`src/rtl/mbx_pkg.sv`:
```
package mbx_pkg;
   localparam int NPROC    = 2;
   localparam int MAX_CH   = 16;
   localparam int TX_SHIFT = 16;
   localparam logic [3:0] OFS_MASK = 4'h4;
   localparam logic [3:0] OFS_CTL  = 4'h8;
   localparam logic [3:0] OFS_STAT = 4'hC;
   localparam logic [11:0] CFG_ADDR = 12'h3F0;
endpackage

```
`src/rtl/mbx_flag_bank.sv`:
```
module mbx_flag_bank #(
   parameter int NUM_CH = 12
) (
   input  logic              clk,
   input  logic              rst_n,
   input  logic [NUM_CH-1:0] set_i,
   input  logic [NUM_CH-1:0] clr_i,
   output logic [NUM_CH-1:0] occ_o
);
   // set takes priority over clear for the same flag
   always_ff @(posedge clk or negedge rst_n) begin
      if (!rst_n) occ_o <= '0;
      else        occ_o <= set_i | (occ_o & ~clr_i);
   end

   p_set_lands_r2: assert property (@(posedge clk) disable iff (!rst_n)
      (set_i != '0) |=> ((occ_o & $past(set_i)) == $past(set_i)));

   p_clr_lands_r3: assert property (@(posedge clk) disable iff (!rst_n)
      ((clr_i & ~set_i) != '0) |=> ((occ_o & $past(clr_i & ~set_i)) == '0));

   p_idle_hold_r4: assert property (@(posedge clk) disable iff (!rst_n)
      (set_i == '0 && clr_i == '0) |=> $stable(occ_o));
endmodule

```
`src/rtl/mbx_irq_unit.sv`:
```
module mbx_irq_unit
   import mbx_pkg::*;
#(
   parameter int NUM_CH = 12
) (
   input  logic              clk,
   input  logic              rst_n,
   input  logic              mask_we,
   input  logic [31:0]       wdata,
   input  logic [NUM_CH-1:0] in_occ,
   input  logic [NUM_CH-1:0] out_occ,
   input  logic [NUM_CH-1:0] out_set,
   input  logic [NUM_CH-1:0] out_clr,
   output logic [NUM_CH-1:0] rx_mask_o,
   output logic [NUM_CH-1:0] tx_mask_o,
   output logic              rx_irq_o,
   output logic              txfree_irq_o
);
   logic [NUM_CH-1:0] falling;

   always_ff @(posedge clk or negedge rst_n) begin
      if (!rst_n) begin
         rx_mask_o <= '1;
         tx_mask_o <= '1;
      end else if (mask_we) begin
         rx_mask_o <= wdata[NUM_CH-1:0];
         tx_mask_o <= wdata[TX_SHIFT +: NUM_CH];
      end
   end

   assign falling  = out_occ & out_clr & ~out_set;
   assign rx_irq_o = |(in_occ & ~rx_mask_o);

   always_ff @(posedge clk or negedge rst_n) begin
      if (!rst_n) txfree_irq_o <= 1'b0;
      else        txfree_irq_o <= |(falling & ~tx_mask_o);
   end

   p_rx_source_r9: assert property (@(posedge clk) disable iff (!rst_n)
      rx_irq_o |-> (in_occ != '0));

   p_rx_all_masked_r9: assert property (@(posedge clk) disable iff (!rst_n)
      (rx_mask_o == '1) |-> !rx_irq_o);

   p_txfree_cause_r10: assert property (@(posedge clk) disable iff (!rst_n)
      txfree_irq_o |-> (($past(out_occ) & ~out_occ & ~$past(tx_mask_o)) != '0));
endmodule

```
`src/rtl/mbx_flag_ctrl.sv`:
```
module mbx_flag_ctrl
   import mbx_pkg::*;
#(
   parameter int NUM_CH = 12,
   parameter int ADDR_W = 12
) (
   input  logic              clk,
   input  logic              rst_n,
   input  logic [ADDR_W-1:0] addr,
   input  logic              wr_en,
   input  logic [31:0]       wdata,
   output logic [31:0]       rdata,
   output logic [1:0]        rx_irq,
   output logic [1:0]        txfree_irq
);
   generate
      if (NUM_CH < 1 || NUM_CH > MAX_CH) begin : g_bad_ch
         $error("mbx_flag_ctrl: NUM_CH must be 1..16");
      end
      if (ADDR_W < 10) begin : g_bad_aw
         $error("mbx_flag_ctrl: ADDR_W must be at least 10");
      end
   endgenerate

   logic       bank_hit, cfg_hit, bsel;
   logic [3:0] ofs;
   logic [1:0] ctl_we, mask_we;

   logic [NUM_CH-1:0] set_v [NPROC];
   logic [NUM_CH-1:0] clr_v [NPROC];
   logic [NUM_CH-1:0] occ   [NPROC];
   logic [NUM_CH-1:0] rxm   [NPROC];
   logic [NUM_CH-1:0] txm   [NPROC];

   assign bank_hit = (addr[ADDR_W-1:5] == '0) && (addr[1:0] == 2'b00);
   assign cfg_hit  = (addr == ADDR_W'(CFG_ADDR));
   assign bsel     = addr[4];
   assign ofs      = addr[3:0];

   for (genvar p = 0; p < NPROC; p++) begin : g_proc
      assign ctl_we[p]  = wr_en && bank_hit && (bsel == 1'(p)) && (ofs == OFS_CTL);
      assign mask_we[p] = wr_en && bank_hit && (bsel == 1'(p)) && (ofs == OFS_MASK);
   end

   for (genvar p = 0; p < NPROC; p++) begin : g_lane
      // own control sets own flags; the peer's control clears them
      assign set_v[p] = ctl_we[p]       ? wdata[TX_SHIFT +: NUM_CH] : '0;
      assign clr_v[p] = ctl_we[NPROC-1-p] ? wdata[NUM_CH-1:0]        : '0;

      mbx_flag_bank #(.NUM_CH(NUM_CH)) u_bank (
         .clk   (clk),
         .rst_n (rst_n),
         .set_i (set_v[p]),
         .clr_i (clr_v[p]),
         .occ_o (occ[p])
      );

      mbx_irq_unit #(.NUM_CH(NUM_CH)) u_irq (
         .clk          (clk),
         .rst_n        (rst_n),
         .mask_we      (mask_we[p]),
         .wdata        (wdata),
         .in_occ       (occ[NPROC-1-p]),
         .out_occ      (occ[p]),
         .out_set      (set_v[p]),
         .out_clr      (clr_v[p]),
         .rx_mask_o    (rxm[p]),
         .tx_mask_o    (txm[p]),
         .rx_irq_o     (rx_irq[p]),
         .txfree_irq_o (txfree_irq[p])
      );
   end

   always_comb begin
      rdata = '0;
      if (cfg_hit) begin
         rdata[7:0] = 8'(NUM_CH);
      end else if (bank_hit) begin
         case (ofs)
            OFS_MASK: begin
               rdata[NUM_CH-1:0]         = rxm[bsel];
               rdata[TX_SHIFT +: NUM_CH] = txm[bsel];
            end
            OFS_STAT: rdata[NUM_CH-1:0] = occ[bsel];
            default:  rdata = '0;
         endcase
      end
   end

   p_unmapped_zero_r11: assert property (@(posedge clk) disable iff (!rst_n)
      (!cfg_hit && !(bank_hit && (ofs == OFS_MASK || ofs == OFS_STAT))) |-> (rdata == '0));

   p_stat_upper_zero_r7: assert property (@(posedge clk) disable iff (!rst_n)
      (bank_hit && ofs == OFS_STAT) |-> ((rdata >> NUM_CH) == '0));

   p_one_ctl_write_r4: assert property (@(posedge clk) disable iff (!rst_n)
      $onehot0({ctl_we, mask_we}));
endmodule

```
`config.mk`:
```
export PLATFORM = sky130hd
export DESIGN_NAME = mbx_flag_ctrl
export DESIGN_NICKNAME = d
export VERILOG_FILES = /design/src/rtl/mbx_pkg.sv /design/src/rtl/mbx_flag_bank.sv /design/src/rtl/mbx_irq_unit.sv /design/src/rtl/mbx_flag_ctrl.sv
export SDC_FILE = /design/constraint.sdc
export NUM_CORES = 1
export LEC_CHECK = 0
export CELL_PAD_IN_SITES_DETAIL_PLACEMENT = 0
export CELL_PAD_IN_SITES_GLOBAL_PLACEMENT = 1
export CORE_ASPECT_RATIO = 1.25
export CORE_MARGIN = 4
export CORE_UTILIZATION = 42
export DETAILED_ROUTE_END_ITERATION = 16
export GPL_ROUTABILITY_DRIVEN = 0
export PLACE_DENSITY = 0.92
export SYNTH_ARGS = -nofsm -noshare
export SYNTH_HDL_FRONTEND = slang
export SYNTH_HIERARCHICAL = 1
export SYNTH_SLANG_ARGS = --single-unit
```
`constraint.sdc`:
```
create_clock -name clk -period 3.2 [get_ports clk]
set_input_delay 0.64 -clock clk [delete_from_list [all_inputs] [get_ports clk]]
set_output_delay 0.64 -clock clk [all_outputs]
set_load 0.02 [all_outputs]
```
==> results of run 1 <==
[worst min-delay path by stage]
| stage | slack (ns) | end | cells after the start |
|---|---|---|---|
| global route | 0.34 | g_lane[0].u_bank/occ_o[2]$_DFF_PN0_ | 1 |
| global placement | 0.49 | g_lane[0].u_irq/rx_mask_o[5]$_DFFE_PN1P_ | 2 |
| finish | 0.31 | g_lane[0].u_bank/occ_o[2]$_DFF_PN0_ | 1 |
| CTS | 0.32 | g_lane[1].u_bank/occ_o[2]$_DFF_PN0_ | 1 |
| detailed placement | 0.50 | g_lane[1].u_irq/rx_mask_o[5]$_DFFE_PN1P_ | 2 |
| floorplan | 0.34 | g_lane[0].u_bank/occ_o[0]$_DFF_PN0_ | 0 |
[sequential cells by signal, summed over array words and instances, names as in the netlist]
signal and cells:
g_lane.u_irq/txfree_irq_o 2, g_lane.u_irq/rx_mask_o 24, g_lane.u_irq/tx_mask_o 24, g_lane.u_bank/occ_o 24
[stage by stage]
| step | setup WS [ns] | hold slack (ns) | cell area [sq um] | power [mW] | std cells |
|---|---|---|---|---|---|
| floorplan | 0.302 | 0.344 | 4610 | 1.02 | 422 |
| CTS | 0.000353 | 0.317 | 6010 | 2.09 | 649 |
| detailed placement | -0.605 | 0.497 | 5620 | 1.12 | 631 |
| global placement | -0.574 | 0.491 | 5620 | 1.12 | 631 |
| finish | 0.0396 | 0.306 | 6080 | 2.07 | 649 |
| global route | 0.00866 | 0.342 | 6080 | 2.15 | 649 |
[power by group through the flow]
stage / Sequential (mW) / Combinational [mW] / Clock [mW]
after detailed placement: 0.956 / 0.163 / 0
after floorplan: 0.956 / 0.0598 / 0
after global placement: 0.956 / 0.161 / 0
final: 0.942 / 0.164 / 0.965
after global routing: 0.942 / 0.175 / 1.03
after CTS: 0.942 / 0.163 / 0.986
[layer usage]
metal  vias up  track usage (%)  wire [microns]
li1       1729                -               -
met1      1893             26.7            5300
met2       105             36.6            6970
met3        17             3.36             679
met4         0             9.47             283
met5         -                0               0
[Yosys cell counts, drive strengths merged, types with 2 or more instances]
| cell | number | area, sq um |
|---|---|---|
| mux2 | 42 | 480 |
| and4bb | 6 | 75.1 |
| nor4 | 5 | 37.5 |
| nand4 | 2 | 12.5 |
| and4b | 24 | 240 |
| buf | 23 | 179 |
| nand2 | 7 | 26.3 |
| or4 | 3 | 22.5 |
| nor4bb | 14 | 140 |
| nand3 | 2 | 10.0 |
| dfstp | 48 | 1260 |
| a31oi | 4 | 25.0 |
| nor2 | 27 | 104 |
| clkbuf | 11 | 41.3 |
| inv | 30 | 113 |
| and4 | 25 | 219 |
| nor2b | 21 | 131 |
| dlygate4sd1 | 2 | 17.5 |
| a2111oi | 6 | 52.6 |
| o21ai | 8 | 40.0 |
| o22a | 12 | 106 |
| a21o | 24 | 180 |
| dfrtp | 26 | 651 |
| mux2i | 36 | 360 |
[cell type report]
type	instances	area, sq um
Clock buffer	15	278
Clock inverter	1	7.51
Fill cell	900	4530
Inverter	30	113
Multi-Input combinational cell	282	2500
Sequential cell	74	1910
Tap cell	132	165
Timing Repair Buffer	115	1110
[kinds of logic after synthesis]
kind of cell           Yosys count
other                            1
AOI/OAI and AO/OA               54
DFF                             74
and+or+nand+nor                142
muxes                           78
buffers and inverters           66
[critical path, delay by kind of cell]
family	cells	cell delay [ns]
buffers and inverters	3	0.73
and+or+nand+nor	3	1.14
[repair_timing]
item,in CTS,in global routing
buffers inserted,1,0
pin swaps,10,6
gates cloned,1,0
resized for setup,161,19
endpoints found under the hold margin,0,0
setup endpoints to repair,24,23
==> results.py, run 1 <==
metrics = {
    "floorplanning": {
        "coreArea_sq_mm": 0.0106,
        "initial_utilization_pct": 43.2,
        "io_pins": 83,
        "die_h_microns": 125,
        "rows": 42,
        "die_area_sq_mm": 0.0127,
        "die_w_microns": 101,
    },
    "final_layout": {
        "layout-drive-gt1-share_pct": 40.2,
        "num_antenna_cells": 0,
        "area_delta_synth_final_pct": 32.6,
        "finalNetCount": 559,
        "final_util_pct": 57.3,
        "layout_common_cells": "buf_4 (48), dfstp_2 (48), mux2_2 (40)",
    },
    "yosys": {
        "yosysWarnings": 6,
        "syn-cell-area_sq_mm": 0.00459,
        "synthCells": 415,
        "synth_adder_area_share_pct": 0,
        "synth_edf_count": 0,
        "synthArstFlopShare_pct": 100,
        "synth-main-ff-cell": "dfstp_2",
        "synth.area.mux_share_pct": 18.3,
        "synth_top_family_by_area": "simple AND/OR/NAND/NOR gates",
        "ys_ff_latch": 74,
        "synth_xor_xnor_area_share_pct": 0,
        "ys_seq_area_share_pct": 41.7,
        "synth_area_per_cell_sq_um": 11.0,
        "synth_cell_types": 38,
        "synth_simple_gate_area_share_pct": 23.4,
        "synth_compound_area_share_pct": 8.81,
    },
    "sta": {
        "setup_tns_ns": 0,
        "finClkSkew_ns": 0.00363,
        "final-hold-violation-count": 0,
        "setup_viol": 0,
        "maxSlewViolCount": 0,
        "fmax_ghz": 0.316,
        "fin_crit_ns": 3.16,
        "max-slew-margin-rel_pct": 56.7,
        "tightestPinTransition_ns": 0.634,
        "rsz0062_at_grt": "no",
        "timing.final.crit_share_pct": 98.8,
    },
    "clock_network": {
        "tritoncts": "built",
        "clk_pin_slew_ns": 0.05,
        "root_buffer": "clkbuf_16",
        "cts_buffer_depth": 2,
        "clock-sinks": 74,
        "insertion_delay_ns": 0.34,
        "cts_max_level": 3,
        "cts.hold.buffers_added": 0,
        "cts_buffers": 9,
    },
    "hold_path": {
        "hold_path.class": "input pin to asynchronous set/reset pin",
    },
    "route": {
        "drtAntennaViolNets": 0,
        "drt_wl_total_mm": 13.2,
        "dr_total_vias": 3744,
        "vias_per_cell": 5.77,
        "drtPass1Iterations": 4,
        "route.detailed.drc": 0,
        "drt-wirelength-per-cell_microns": 20.4,
        "drtIter0Drc": 154,
    },
    "pwr": {
        "p_sw_uw": 468,
        "p_int_mw": 1.60,
        "p_clk_share_pct": 46.6,
        "ir_drop_v": 0.000254,
        "switching_share_pct": 22.6,
        "pwr-share-comb_pct": 7.9,
        "seqPwrFrac_pct": 45.5,
        "power.density_mw_per_mm2": 341,
        "leakage_nw": 2.87,
    },
    "worst_setup_path": {
        "worstPathArrival_ns": 2.52,
        "path_class": "input pin to output port",
        "crit_path_top_delay_cell": "or4_4",
        "cp_max_fo": 4,
        "crit_start": "addr[8]",
        "r2r-start": "g_lane[1].u_irq/tx_mask_o[5]$_DFFE_PN1P_",
        "cpMostUsedCell": "or4_4",
        "reg2reg_slack_ns": 1.69,
        "reg2reg_to": "g_lane[1].u_irq/txfree_irq_o$_DFF_PN0_",
        "slowest_delay_ns": 0.51,
        "r2r_cells": 3,
        "critPathCapture": "rdata[17]",
        "start_kind": "input pin",
        "worstSetupEndpointType": "output port",
        "path_cells": "clkdlybuf4s50_1 > or4_4 > or4_4 > buf_16 > nor2_4 > buf_6",
        "required_ns": 2.56,
    },
    "grt": {
        "antenna_found_initial": 0,
        "grt_first_pass_wirelength_mm": 21.1,
        "grt_pass1_vias": 3907,
        "grt_use_total_pct": 21.6,
        "grt-ovfl-total": 0,
        "grt_max_degree": 51,
    },
    "status": {
        "status": "finished, final reports clean",
    },
    "placed_design": {
        "io_buffers": 66,
        "post-dp-hpwl_mm": 9.24,
    },
    "flow_run": {
        "drv_cap": 0,
    },
}
Note: power is estimated with default switching activity, not from simulation.
==> run 2, diff against run 1 <==
--- a/config.mk
+++ b/config.mk
@@ -9,10 +9,11 @@
 export CELL_PAD_IN_SITES_GLOBAL_PLACEMENT = 1
 export CORE_ASPECT_RATIO = 1.25
 export CORE_MARGIN = 4
-export CORE_UTILIZATION = 42
+export CORE_UTILIZATION = 38
 export DETAILED_ROUTE_END_ITERATION = 16
 export GPL_ROUTABILITY_DRIVEN = 0
-export PLACE_DENSITY = 0.92
+export PLACE_DENSITY = 0.88
+export SLEW_MARGIN = 20
 export SYNTH_ARGS = -nofsm -noshare
 export SYNTH_HDL_FRONTEND = slang
 export SYNTH_HIERARCHICAL = 1
==> constraint.sdc (replaced) <==
create_clock -name clk -period 2.77 [get_ports clk]
set_input_delay 0.554 -clock clk [delete_from_list [all_inputs] [get_ports clk]]
set_output_delay 0.554 -clock clk [all_outputs]
set_load 0.02 [all_outputs]
==> run 2 against run 1 <==
Net effect:
- the run now ends with setup timing left
- register-to-register slack worse by 0.38 ns
- sequential cell count stayed put
- sequential power up 16%
- hold slack got worse by 0.075 ns
- routed wire length up 4.2%
- non-clock buffer count increased by 16
==> results.py, run 2 (synthesis results as in run 1) <==
metrics = {
    "final_layout": {
        "layout_commonest_cell": "buf_4",
        "finalNetCount": 575,
        "top_regs": "g_lane.u_bank/occ_o: 24 flops, g_lane.u_irq/rx_mask_o: 24 flops, g_lane.u_irq/tx_mask_o: 24 flops",
        "num-fill-cells": 1013,
        "area_delta_synth_final_pct": 36.2,
        "final_util_pct": 53.3,
        "num_antenna_cells": 0,
        "stdcell_area_sq_mm": 0.00624,
        "layout-drive-gt1-share_pct": 42.4,
        "layout_common_cells": "buf_4 (53), dfstp_2 (48), mux2_2 (40)",
    },
    "worst_setup_path": {
        "worstPathArrival_ns": 2.22,
        "r2r_cells": 3,
        "cp_max_fo": 5,
        "crit_start": "addr[9]",
        "critPathCapture": "rdata[21]",
        "worstSetupEndpointType": "output port",
        "reg2reg_to": "g_lane[1].u_irq/txfree_irq_o$_DFF_PN0_",
        "path_class": "input pin to output port",
        "start_kind": "input pin",
        "reg2reg_slack_ns": 1.31,
        "required_ns": 2.22,
        "r2r-start": "g_lane[1].u_irq/tx_mask_o[5]$_DFFE_PN1P_",
    },
    "pwr": {
        "ir_drop_v": 0.000279,
        "p_sw_uw": 554,
        "seqPwrFrac_pct": 44.7,
        "power.density_mw_per_mm2": 390,
        "pwr-share-comb_pct": 8.2,
        "p_clk_share_pct": 47.0,
        "switching_share_pct": 22.8,
        "p_int_mw": 1.88,
        "leakage_nw": 2.96,
    },
    "sta": {
        "fin_crit_ns": 2.77,
        "tightestPinTransition_ns": 0.616,
        "setup_tns_ns": -0.000784,
        "fin_ws_ns": -0.000784,
        "timing.final.crit_share_pct": 100,
        "rsz0062_at_grt": "yes",
        "fmax_ghz": 0.361,
        "maxSlewViolCount": 0,
        "setup_viol": 1,
        "max-slew-margin-rel_pct": 58.9,
        "final-hold-violation-count": 0,
        "finClkSkew_ns": 0.00430,
    },
    "clock_network": {
        "cts_max_level": 3,
        "cts.hold.buffers_added": 0,
        "cts_buffers": 9,
        "cts_buffer_depth": 2,
        "root_buffer": "clkbuf_16",
        "clock-sinks": 74,
        "clk_pin_slew_ns": 0.05,
        "tritoncts": "built",
        "insertion_delay_ns": 0.34,
    },
    "grt": {
        "grt_pass1_vias": 4021,
        "grt_first_pass_wirelength_mm": 21.3,
        "grt_max_degree": 51,
        "grt-ovfl-total": 0,
        "antenna_found_initial": 0,
        "grt_use_total_pct": 19.9,
    },
    "route": {
        "dr_total_vias": 3806,
        "vias_per_cell": 5.48,
        "drt_wl_total_mm": 13.8,
        "drtAntennaViolNets": 0,
        "drt-wirelength-per-cell_microns": 19.9,
        "drtIter0Drc": 134,
        "route.detailed.drc": 0,
        "drtPass1Iterations": 5,
    },
    "placed_design": {
        "post-dp-hpwl_mm": 9.48,
        "io_buffers": 66,
        "placed_cell_area_sq_mm": 0.00577,
    },
    "floorplanning": {
        "io_pins": 83,
        "coreArea_sq_mm": 0.0117,
        "die_area_sq_mm": 0.0139,
        "rows": 44,
        "die_h_microns": 131,
        "die_w_microns": 106,
        "initial_utilization_pct": 39.1,
    },
    "flow_run": {
        "drv_cap": 0,
    },
    "status": {
        "status": "complete, but fails checks",
        "violations": "setup timing",
    },
    "hold_path": {
        "hold_path.class": "input pin to asynchronous set/reset pin",
    },
}
==> run 2: changes by cell type in the layout (fill, tap and decap cells not counted), sizes merged <==
cell / delta
clkinv: +2
clkdlybuf4s15: +3
clkbuf: +2
dlygate4sd2: -1
clkdlybuf4s50: -4
dlymetal6s2s: -4
clkinvlp: -1
buf: +19
==> run 2: power groups by stage <==
stage	sequential [mW]	combinational, mW	clock [mW]
finish	1.09	0.201	1.15
global route	1.09	0.214	1.21
CTS	1.09	0.196	1.16
detailed placement	1.10	0.196	0
global placement	1.10	0.193	0
floorplan	1.10	0.0690	0
==> run 2: cell type report <==
type | count | area (sq um) | share of cell area [%]
clock inverter | 2 | 10.0 | 0.160
tap | 161 | 201 | 3.23
inverter | 30 | 113 | 1.80
sequential | 74 | 1910 | 30.6
multi-input combinational | 282 | 2470 | 39.6
clock buffer | 14 | 284 | 4.55
timing repair buffer | 131 | 1250 | 20.1
==> run 2: critical path: stages <==
cell and delay (ns):
buf_6 0.09, or4_4 0.54, or4_4 0.61, buf_12 0.19, nor2_4 0.11, buf_6 0.12
==> run 2: worst min-delay path by stage <==
stage	from	end	slack (ns)	depth (start not counted)
after floorplan	rst_n	g_lane[0].u_bank/occ_o[0]$_DFF_PN0_	0.26	0
after global placement	g_lane[1].u_bank/occ_o[6]$_DFF_PN0_	g_lane[1].u_bank/occ_o[6]$_DFF_PN0_	0.49	1
after detailed placement	g_lane[0].u_irq/rx_mask_o[5]$_DFFE_PN1P_	g_lane[0].u_irq/rx_mask_o[5]$_DFFE_PN1P_	0.51	2
after CTS	rst_n	g_lane[0].u_bank/occ_o[8]$_DFF_PN0_	0.24	1
after global routing	rst_n	g_lane[0].u_bank/occ_o[8]$_DFF_PN0_	0.27	1
final	rst_n	g_lane[1].u_bank/occ_o[8]$_DFF_PN0_	0.23	1
==> run 2: stage by stage <==
step           total power, mW  setup slack (ns)  hold slack [ns]  std cells
3_3_place_gp              1.30            -0.845            0.489        672
4_1_cts                   2.44           0.00153            0.244        691
3_5_place_dp              1.30            -0.869            0.507        672
6_report                  2.43         -0.000784            0.231        694
2_1_floorplan             1.17            0.0444            0.258        422
5_1_grt                   2.51           -0.0343            0.275        694
==> run 2: per-layer routing <==
layer	part of all wire, %	vias up	wire length [microns]	track usage (%)
met1	41	1903	5670	23.4
met3	4.1	32	572	3.14
li1	-	1759	-	-
met4	3.3	0	451	10.1
met2	51	112	7090	35.3
met5	0	-	0	0
==> run 2: timing repair <==
item                       CTS  global route
setup buffers                2             1
hold endpoints to repair     0             0
setup endpoints to repair   63            25
pin swaps                   13             3
resized for setup          185             6
cloned                       1             2
